### config.mk
export PLATFORM = sky130hd
export DESIGN_NAME = pm_regblock
export DESIGN_NICKNAME = d
export VERILOG_FILES = /design/src/rtl/pm_pkg.sv /design/src/rtl/pm_window.sv /design/src/rtl/pm_lane_reg.sv /design/src/rtl/pm_regblock.sv
export SDC_FILE = /design/constraint.sdc
export NUM_CORES = 1
export LEC_CHECK = 0
export ABC_AREA = 1
export BUFFER_PORTS_ARGS = -buffer_cell sky130_fd_sc_hd__buf_2
export CORE_MARGIN = 1.5
export CORE_UTILIZATION = 50
export DETAILED_ROUTE_END_ITERATION = 12
export GPL_ROUTABILITY_DRIVEN = 0
export PLACE_DENSITY = 0.73
export REMOVE_ABC_BUFFERS = 1
export SLEW_MARGIN = 20
export SYNTH_ARGS = -nofsm -noshare
export SYNTH_HDL_FRONTEND = slang
export SYNTH_SLANG_ARGS = --single-unit
### constraint.sdc
create_clock -name clk -period 2.85 [get_ports clk]
set_input_delay 0.285 -clock clk [delete_from_list [all_inputs] [get_ports clk]]
set_output_delay 0.285 -clock clk [all_outputs]
set_load 0.02 [all_outputs]
### src/rtl/pm_pkg.sv
package pm_pkg;
  localparam int OFFW = 7;
  localparam int WIN_BYTES = 1 << OFFW;

  localparam logic [OFFW-1:0] OFS_PMSTS = 7'h00;
  localparam logic [OFFW-1:0] OFS_PMCTL = 7'h04;
  localparam logic [OFFW-1:0] OFS_GSTS  = 7'h20;
  localparam logic [OFFW-1:0] OFS_GEN   = 7'h24;
  localparam logic [OFFW-1:0] OFS_GCTL  = 7'h28;
  localparam logic [OFFW-1:0] OFS_GPT   = 7'h38;
  localparam logic [OFFW-1:0] OFS_EXT   = 7'h44;
  localparam logic [OFFW-1:0] OFS_GPI   = 7'h48;
  localparam logic [OFFW-1:0] OFS_GPO   = 7'h4C;

  localparam logic [31:0] GPT_MASK = 32'h0000_00D9;
  localparam logic [31:0] GPO_MASK = 32'h7FFF_FFFF;
  localparam logic [31:0] GPO_RST  = 32'h7FFF_FFFF;

  localparam int STS_BIOS_BIT = 5;
  localparam int CTL_RLS_BIT  = 2;
  localparam int GCTL_RLS_BIT = 1;

  function automatic logic in_block(input logic [OFFW-1:0] off,
                                    input logic [OFFW-1:0] start,
                                    input int nbytes);
    int o;
    int s;
    o = int'(off);
    s = int'(start);
    return (o >= s) && (o < s + nbytes);
  endfunction

  function automatic logic [7:0] lane_pick(input logic [31:0] val,
                                           input logic [1:0] lane);
    return val[int'(lane)*8 +: 8];
  endfunction
endpackage

### src/rtl/pm_window.sv
module pm_window #(
  parameter int AW = 16,
  parameter int WIN_BYTES = 128,
  localparam int OW = $clog2(WIN_BYTES)
) (
  input  logic          en,
  input  logic [AW-1:0] base,
  input  logic [AW-1:0] addr,
  output logic          hit,
  output logic [OW-1:0] off
);
  logic [AW:0] diff;

  always_comb begin
    diff = {1'b0, addr} - {1'b0, base};
    hit  = en && !diff[AW] && (diff < (AW+1)'(WIN_BYTES));
    off  = diff[OW-1:0];
  end
endmodule

### src/rtl/pm_lane_reg.sv
module pm_lane_reg #(
  parameter int W = 32,
  parameter logic [W-1:0] MASK = '1,
  parameter logic [W-1:0] RST = '0,
  parameter bit W1C = 1'b0,
  localparam int LANES = W / 8
) (
  input  logic         clk,
  input  logic         rst_n,
  input  logic         we,
  input  logic [1:0]   lane,
  input  logic [7:0]   wdata,
  input  logic [W-1:0] hw_set,
  input  logic [W-1:0] hw_clr,
  output logic [W-1:0] q
);
  int sh;
  logic [W-1:0] lane_mask, lane_data, wr_val, nxt;

  always_comb begin
    sh        = (int'(lane) % LANES) * 8;
    lane_mask = {{(W-8){1'b0}}, 8'hFF} << sh;
    lane_data = {{(W-8){1'b0}}, wdata} << sh;
  end

  generate
    if (W1C) begin : g_w1c
      assign wr_val = q & ~lane_data;
    end else begin : g_plain
      assign wr_val = (q & ~lane_mask) | lane_data;
    end
  endgenerate

  always_comb begin
    nxt = we ? wr_val : q;
    nxt = ((nxt | hw_set) & ~hw_clr) & MASK;
  end

  always_ff @(posedge clk or negedge rst_n) begin
    if (!rst_n) q <= RST;
    else        q <= nxt;
  end
endmodule

### src/rtl/pm_regblock.sv
module pm_regblock
  import pm_pkg::*;
#(
  parameter int AW = 16
) (
  input  logic          clk,
  input  logic          rst_n,
  input  logic          en,
  input  logic [AW-1:0] base,
  input  logic [AW-1:0] addr,
  input  logic          wr,
  input  logic          rd,
  input  logic [7:0]    wdata,
  output logic [7:0]    rdata,
  output logic          rd_ack,
  input  logic [31:0]   gpi_in,
  input  logic [15:0]   extsmi_in,
  output logic [31:0]   gpo_out,
  output logic          smi_req
);
  logic            hit;
  logic [OFFW-1:0] off;
  logic [1:0]      lane;
  logic            wr_hit;

  pm_window #(.AW(AW), .WIN_BYTES(WIN_BYTES)) u_win (
    .en(en), .base(base), .addr(addr), .hit(hit), .off(off)
  );

  assign lane   = off[1:0];
  assign wr_hit = wr && hit;

  // Named internal events used by the assertions
  logic we_pst, we_pct, we_gst, we_gen, we_gct, we_gpt, gpo_wr;
  logic bios_trig, rls_clr, sts5_clr;

  assign we_pst = wr_hit && in_block(off, OFS_PMSTS, 2);
  assign we_pct = wr_hit && in_block(off, OFS_PMCTL, 2);
  assign we_gst = wr_hit && in_block(off, OFS_GSTS, 4);
  assign we_gen = wr_hit && in_block(off, OFS_GEN, 4);
  assign we_gct = wr_hit && in_block(off, OFS_GCTL, 4);
  assign we_gpt = wr_hit && in_block(off, OFS_GPT, 4);
  assign gpo_wr = wr_hit && in_block(off, OFS_GPO, 4);

  assign bios_trig = wr_hit && (off == OFS_PMCTL) && wdata[CTL_RLS_BIT];
  assign rls_clr   = wr_hit && (off == OFS_PMSTS) && !wdata[STS_BIOS_BIT];
  assign sts5_clr  = wr_hit && (off == OFS_GSTS) && wdata[STS_BIOS_BIT];

  logic [15:0] pst_q, pct_q;
  logic [31:0] gst_q, gen_q, gct_q, gpt_q;

  pm_lane_reg #(.W(16)) u_pst (
    .clk(clk), .rst_n(rst_n), .we(we_pst), .lane(lane), .wdata(wdata),
    .hw_set('0), .hw_clr('0), .q(pst_q)
  );

  pm_lane_reg #(.W(16)) u_pct (
    .clk(clk), .rst_n(rst_n), .we(we_pct), .lane(lane), .wdata(wdata),
    .hw_set('0), .hw_clr('0), .q(pct_q)
  );

  pm_lane_reg #(.W(32), .W1C(1'b1)) u_gst (
    .clk(clk), .rst_n(rst_n), .we(we_gst), .lane(lane), .wdata(wdata),
    .hw_set(32'(bios_trig) << STS_BIOS_BIT), .hw_clr('0), .q(gst_q)
  );

  pm_lane_reg #(.W(32)) u_gen (
    .clk(clk), .rst_n(rst_n), .we(we_gen), .lane(lane), .wdata(wdata),
    .hw_set('0), .hw_clr('0), .q(gen_q)
  );

  pm_lane_reg #(.W(32)) u_gct (
    .clk(clk), .rst_n(rst_n), .we(we_gct), .lane(lane), .wdata(wdata),
    .hw_set('0), .hw_clr(32'(rls_clr) << GCTL_RLS_BIT), .q(gct_q)
  );

  pm_lane_reg #(.W(32), .MASK(GPT_MASK)) u_gpt (
    .clk(clk), .rst_n(rst_n), .we(we_gpt), .lane(lane), .wdata(wdata),
    .hw_set('0), .hw_clr('0), .q(gpt_q)
  );

  pm_lane_reg #(.W(32), .MASK(GPO_MASK), .RST(GPO_RST)) u_gpo (
    .clk(clk), .rst_n(rst_n), .we(gpo_wr), .lane(lane), .wdata(wdata),
    .hw_set('0), .hw_clr('0), .q(gpo_out)
  );

  // SMI request: level, set by the release write, cleared via status W1C
  always_ff @(posedge clk or negedge rst_n) begin
    if (!rst_n)                              smi_req <= 1'b0;
    else if (bios_trig && gen_q[STS_BIOS_BIT]) smi_req <= 1'b1;
    else if (sts5_clr)                       smi_req <= 1'b0;
  end

  // Read path
  logic [7:0] rd_byte;

  always_comb begin
    rd_byte = 8'h00;
    if (in_block(off, OFS_PMSTS, 2))     rd_byte = lane_pick({16'h0, pst_q}, {1'b0, lane[0]});
    else if (in_block(off, OFS_PMCTL, 2)) rd_byte = lane_pick({16'h0, pct_q}, {1'b0, lane[0]});
    else if (in_block(off, OFS_GSTS, 4))  rd_byte = lane_pick(gst_q, lane);
    else if (in_block(off, OFS_GEN, 4))   rd_byte = lane_pick(gen_q, lane);
    else if (in_block(off, OFS_GCTL, 4))  rd_byte = lane_pick(gct_q, lane);
    else if (in_block(off, OFS_GPT, 4))   rd_byte = lane_pick(gpt_q, lane);
    else if (in_block(off, OFS_EXT, 2))   rd_byte = lane_pick({16'h0, extsmi_in}, {1'b0, lane[0]});
    else if (in_block(off, OFS_GPI, 4))   rd_byte = lane_pick(gpi_in, lane);
    else if (in_block(off, OFS_GPO, 4))   rd_byte = lane_pick(gpo_out, lane);
  end

  assign rd_ack = rd && hit;
  assign rdata  = rd_ack ? rd_byte : 8'h00;

  // Assertions
  p_rd_quiet_r1: assert property (@(posedge clk) disable iff (!rst_n)
    (rd && !hit) |-> (rdata == 8'h00));

  p_gpo_hold_r1: assert property (@(posedge clk) disable iff (!rst_n)
    !gpo_wr |=> $stable(gpo_out));

  p_bios_sts_r8: assert property (@(posedge clk) disable iff (!rst_n)
    bios_trig |=> gst_q[STS_BIOS_BIT]);

  p_smi_set_r8: assert property (@(posedge clk) disable iff (!rst_n)
    (bios_trig && gen_q[STS_BIOS_BIT]) |=> smi_req);

  p_rls_clear_r9: assert property (@(posedge clk) disable iff (!rst_n)
    rls_clr |=> !gct_q[GCTL_RLS_BIT]);

  p_smi_hold_r10: assert property (@(posedge clk) disable iff (!rst_n)
    (smi_req && !sts5_clr) |=> smi_req);

  p_smi_drop_r10: assert property (@(posedge clk) disable iff (!rst_n)
    (sts5_clr && !bios_trig) |=> !smi_req);
endmodule

# Yosys cells after proc, flatten, opt, wreduce, memory -nomap -nowiden
# Cells that the tools add are included.
# totals
ramBits,0
n_memories,0
output_inout_bits,42
latchBits,0
wordCells,105
romBits,0
in_bits,93
register_bits,165
# classes
reduce_logical,30
eq_ne,2
multipliers,0
shift,13
div,0
n_bitwise,19
n_mux,14
magnitude_cmp,18
n_addsub,1
# ops
cell,count
32-bit by 6-bit variable part select with 8-bit output,6
32-bit AND,4
32-bit by 5-bit variable part select with 8-bit output,3
8-bit two-way mux,10
32-bit two-way mux,2
32-bit inverter,2
32-bit OR,2
16-bit AND,2
2-bit inverter with 32-bit output,1
16-bit OR,2
32-bit by 6-bit OR with 32-bit output,1
8-bit by 5-bit left shift with 32-bit output,1
8-bit by 5-bit left shift with 32-bit output (first input constant),1
31-bit AND,1
31-bit OR,1
7-bit by 6-bit greater-or-equal comparator with 1-bit output (second input constant),4
7-bit by 6-bit less-than comparator with 1-bit output (second input constant),4
1-bit logical AND,26
7-bit greater-or-equal comparator (second input constant),3
7-bit less-than comparator (second input constant),3
17-bit by 8-bit less-than comparator with 1-bit output (second input constant),1
16-bit by 16-bit subtractor with 17-bit output,1
16-bit inverter,1
8-bit by 4-bit left shift with 16-bit output,1
other kinds (12),14

# Depth between registers and ports, before layout
# logic_depth
depth_word,13
ltp_mapped,22
depth_no_buf,21

# Hierarchy
# From an unflattened synthesis, not the netlist that was laid out.
# unflattened
cells_unflattened,2182
hier_area_um2,13332.8
# modules_own_cells
mod,area_each_um2,cells_each,seq_area_each_um2,n_inst
pm_lane_reg at u_gct ...,1764.2,262,800.8,2
pm_regblock,2917.8,637,25.0,1
pm_lane_reg at u_pct ...,945.9,127,400.4,2
pm_lane_reg at u_gpo,1825.5,266,814.5,1
pm_lane_reg at u_gst,1492.7,191,800.8,1
pm_window,1176.1,240,0.0,1
pm_lane_reg at u_gpt,500.5,70,125.1,1

# Worst setup path after synthesis
# No wires, ideal clock.
# synth_timing
path_kind,input -> output
startpoint,input port addr[0]
endpoint,output port rdata[4]
n_path_buf,1
t_required_ns,2.565
slack_ns,-0.123
t_arrival_ns,2.688
stages,16
path_cell_list,inv_1 > ha_1 > fa_1 > inv_1 > nor2_2 > clkinv_1 > clkbuf_1 > o221ai_1 > nand3_1 > nand3_1 > nand2_1 > nand4_1 > nand2_1 > nand2_1 > nand2_1 > nor2_1
# synth_between
elab_chain_len,13
word_cells_on_any_way,50
classes_between,1 x add/sub; 18 x order compare; 9 x shift; 10 x mux; 12 x reduce/logical
# synth_lines
item,line_no,text
"start, declared",pm_regblock.sv:10,"input logic [AW-1:0] addr,"
16-bit by 16-bit subtractor with 17-bit output *,pm_window.sv:15,"diff = {1'b0, addr} - {1'b0, base};"
7-bit greater-or-equal comparator or 7-bit less-than comparator (tied branches),pm_pkg.sv:30,return (o >= s) && (o < s + nbytes);
1-bit logical AND,pm_pkg.sv:30,
8-bit two-way mux,pm_regblock.sv:107,"else if (in_block(off, OFS_GPO, 4)) rd_byte = lane_pick(gpo_out, lane);"
8-bit two-way mux,pm_regblock.sv:106,"else if (in_block(off, OFS_GPI, 4)) rd_byte = lane_pick(gpi_in, lane);"
8-bit two-way mux,pm_regblock.sv:105,"else if (in_block(off, OFS_EXT, 2)) rd_byte = lane_pick({16'h0, extsmi_in}, {1'b0, lane[0]});"
8-bit two-way mux,pm_regblock.sv:104,"else if (in_block(off, OFS_GPT, 4)) rd_byte = lane_pick(gpt_q, lane);"
8-bit two-way mux,pm_regblock.sv:103,"else if (in_block(off, OFS_GCTL, 4)) rd_byte = lane_pick(gct_q, lane);"
8-bit two-way mux,pm_regblock.sv:102,"else if (in_block(off, OFS_GEN, 4)) rd_byte = lane_pick(gen_q, lane);"
8-bit two-way mux,pm_regblock.sv:101,"else if (in_block(off, OFS_GSTS, 4)) rd_byte = lane_pick(gst_q, lane);"
8-bit two-way mux,pm_regblock.sv:100,"else if (in_block(off, OFS_PMCTL, 2)) rd_byte = lane_pick({16'h0, pct_q}, {1'b0, lane[0]});"
8-bit two-way mux,pm_regblock.sv:99,"if (in_block(off, OFS_PMSTS, 2)) rd_byte = lane_pick({16'h0, pst_q}, {1'b0, lane[0]});"
8-bit two-way mux *,pm_regblock.sv:111,assign rdata = rd_ack ? rd_byte : 8'h00;
"end, declared",pm_regblock.sv:14,"output logic [7:0] rdata,"
# Every way passes the cells marked *; elsewhere a longest branch is shown, timed or not.

# Worst setup path after layout
# layout_timing
startpoint,input port base[1]
endpoint,output port rdata[2]
# layout_between
elab_chain_len,13
word_cells_on_any_way,47
classes_between,1 x add/sub; 18 x order compare; 6 x shift; 10 x mux; 12 x reduce/logical
# layout_lines
item,line_no,text
"start, declared",pm_regblock.sv:9,"input logic [AW-1:0] base,"
16-bit by 16-bit subtractor with 17-bit output *,pm_window.sv:15,
7-bit greater-or-equal comparator or 7-bit less-than comparator (tied branches),pm_pkg.sv:30,
1-bit logical AND,pm_pkg.sv:30,
8-bit two-way mux,pm_regblock.sv:107,
8-bit two-way mux,pm_regblock.sv:106,
8-bit two-way mux,pm_regblock.sv:105,
8-bit two-way mux,pm_regblock.sv:104,
8-bit two-way mux,pm_regblock.sv:103,
8-bit two-way mux,pm_regblock.sv:102,
8-bit two-way mux,pm_regblock.sv:101,
8-bit two-way mux,pm_regblock.sv:100,
8-bit two-way mux,pm_regblock.sv:99,
8-bit two-way mux *,pm_regblock.sv:111,
# Marks and branches as above.

==> flow_summary.toml <==
[outcome]
status = "finished, violations left"
violations = "negative setup slack"

[worst_setup_path]
worst-setup-path-type = "input port to output port"
crit_path_max_fanout = 8
worstPathArrival_ns = 2.91
required_ns = 2.57
end_kind = "output port"
cp-start-kind = "input port"

[sta]
hold_violations = 0
tns_ns = -2.41
worst_slack_ns = -0.343
worst_hold_slack_ns = 0.124
worst_slew_pin_slew_ns = 0.544
maxSlewHeadroom_pct = 63.7
min_period_ns = 3.19
min_period_over_period_pct = 112
grt_setup_unrepaired = "yes"
skew_ns = 0.000117
fmax_ghz = 0.313
setup_violations = 8
final_max_slew_viol_count = 0

[power_and_ir_drop]
power_density_mw_per_mm2 = 478
internal_power_mw = 4.32
p_leak_nw = 6.84
p_sw_share_pct = 32.7
clkPwrFrac_pct = 34.6
p_switching_mw = 2.10
power_frac_seq_pct = 36.5
power_frac_comb_pct = 28.9
vdd_ir_drop_max_mv = 0.522

[grt]
grtUsageTotal_pct = 31.3
grt_pass1_vias = 10111
grt_pass1_wl_um = 52400
antenna_found_initial = 0
grt_overflow = 0
grt_start_max_net_pins = 61

[yosys]
synthTopCellsByCount = "nand2_1, inv_1, dfrtp_1, nor2_1, o21ai_0"
yosysWarnings = 0
synth_top_family_by_area = "simple AND/OR/NAND/NOR gates"
synth_seq_area_share_pct = 41.4
ys_async_sr_fraction_pct = 100
synth_edf_count = 0
synthFlopType = "dfrtp_1"
muxShareOfSynthArea_pct = 0
synth_xor_area_share_pct = 0.261
synth.most_common_cell = "nand2_1"
ys_seq_elements = 165
avgSynthCellArea_um2 = 7.37
syn_area_mm2 = 0.0101
synth_top_area_share_pct = 33.3
yosys.area_share.adder_pct = 2.19
synth-compound-area-share_pct = 18.5
yosys.area.top_type = "dfrtp_1"
synthSimpleGateAreaFrac_pct = 28.1
yosysUniqueCellTypes = 46
syn_inst = 1367
yosys-top-cells-area = "dfrtp_1, nand2_1, dfstp_2"

[final_layout]
antenna_cells = 0
ff_latch_area_mm2 = 0.00417
syn2layout_area_growth_pct = 33.5
drive_gt1_share_pct = 33.5
fillers = 1562
layout.nets = 1726
multi_input_area_mm2 = 0.00548

[die]
fp.dieH_um = 145
die_w_um = 145
dieArea_mm2 = 0.0210
rows = 51
core_mm2 = 0.0196
initial_core_util_pct = 51.4
ios = 135

[clocking]
insertion_delay_ns = 0.43
cts_made_buffers = 17
cts-root-buf = "clkbuf_16"
clock-sinks = 165
path_clk_slew_ns = 0.07
cts_tree = "built"
htreeDepth = 4
clockBufferDepth = 2

[routing]
drtIter0Drc = 1083
ant_nets = 0
drt-wirelength-per-cell_um = 17.6
drc = 0
dr.pass1.iters = 8
wl_um = 33300
routed_via_density = 5.66
via_count = 10724

[worst_hold_path]
min_path_type = "input port to flop"

[placed_design]
io_buffer_count = 133
dpl.hpwl_um = 22700

[run]
cap_violations = 0
critical path: stages:
cell     delay (ns)
buf_4          0.11
buf_4          0.11
inv_2          0.04
ha_4           0.25
nand2_1        0.07
nor2_2         0.17
nand2_1        0.12
nand4_1        0.24
buf_4          0.17
nand3_1        0.13
nor2_1         0.19
buf_4          0.22
nand3_1        0.10
nand3_1        0.10
nand2_1        0.05
nand4_1        0.15
nand2_1        0.11
a21oi_2        0.16
buf_6          0.13
layout make-up:
| type | count | share of cell area (%) |
|---|---|---|
| inverters | 159 | 4.62 |
| clock buffers | 21 | 3.35 |
| repair buffers | 292 | 17.0 |
| flip-flops and latches | 165 | 31.0 |
| well taps | 265 | 2.47 |
| multi-input cells | 981 | 40.8 |
| clock inverters | 11 | 0.754 |
placed cells by master, fill, tap and decap left out, types with 17 or more instances in the layout:
| master | synthesis | final |
|---|---|---|
| nand2_1 | 387 | 370 |
| inv_1 | 143 | 136 |
| dfrtp_1 | 134 | 134 |
| buf_4 | 2 | 123 |
| buf_2 | 16 | 120 |
| nor2_1 | 124 | 114 |
| o21ai_0 | 112 | 108 |
| nand2_2 | 34 | 46 |
| a21oi_1 | 42 | 39 |
| o22ai_1 | 50 | 37 |
| nand3_1 | 49 | 34 |
| dfstp_2 | 31 | 31 |
| o21ai_1 | 21 | 25 |
| buf_6 | 4 | 25 |
| nand4_1 | 24 | 24 |
| o21ai_2 | 24 | 24 |
| a21boi_0 | 21 | 21 |
| nand3_2 | 7 | 20 |
| clkbuf_16 | 0 | 17 |
| buf_12 | 3 | 17 |
power by group through the flow:
stage	clock [mW]	sequential, mW	combinational, mW
2_1_floorplan	0	2.39	0.734
3_3_place_gp	0	2.39	1.46
3_5_place_dp	0	2.39	1.47
4_1_cts	2.23	2.35	1.65
5_1_grt	2.34	2.34	1.98
6_report	2.23	2.35	1.86
repair_timing:
action	4_1_cts	5_1_grt
cloned	2	0
endpoints found under the setup margin	9	9
hold endpoints to repair	45	0
buffers inserted	11	12
hold buffers	1	0
gates resized for setup	82	85
pin swaps	31	44
kinds of logic after synthesis:
group,count (synthesis)
adder cells (fa/ha/maj),17
flip-flops,165
other,1
buffers and inverters,221
XOR/XNOR,3
AO/OA/AOI/OAI,308
AND/OR/NAND/NOR,652
per-stage QoR:
| stage | instance area (um^2) | instances | total power [mW] | utilization (%) | setup WS, ns |
|---|---|---|---|---|---|
| after detailed placement | 12000 | 1837 | 3.86 | 61.1 | -0.428 |
| after CTS | 13000 | 1883 | 6.23 | 66.5 | -0.0796 |
| after global routing | 13400 | 1894 | 6.66 | 68.6 | -0.547 |
| after global placement | 12000 | 1837 | 3.84 | 61.1 | -0.303 |
| after floorplan | 9720 | 1305 | 3.12 | - | -1.53 |
| final | 13400 | 1894 | 6.43 | 68.6 | -0.343 |
metal layers:
layer | global-route usage [%] | up-vias | wire (um)
met5 | 0 | - | 0
met4 | 13.0 | 0 | 1310
met3 | 5.79 | 109 | 3010
met2 | 49.0 | 556 | 15200
met1 | 42.7 | 5073 | 13800
li1 | - | 4986 | -
worst paths after layout:
check,from,to,slack [ns],cells after the start
max reg2reg,u_gpo.q[5]$_DFFE_PN1P_,u_gpo.q[5]$_DFFE_PN1P_,1.79,4
min in group asynchronous,rst_n,asynchronous set/reset pin,0.37,2
max,base[1],rdata[2],-0.34,19
min,wdata[3],u_gpt.q[3]$_DFFE_PN0P_,0.12,3
max in group asynchronous,rst_n,u_gpo.q[23]$_DFFE_PN1P_,1.73,3
min reg2reg,smi_req$_DFFE_PN0P_,smi_req$_DFFE_PN0P_,0.48,2
(Power assumes the default switching activity.)
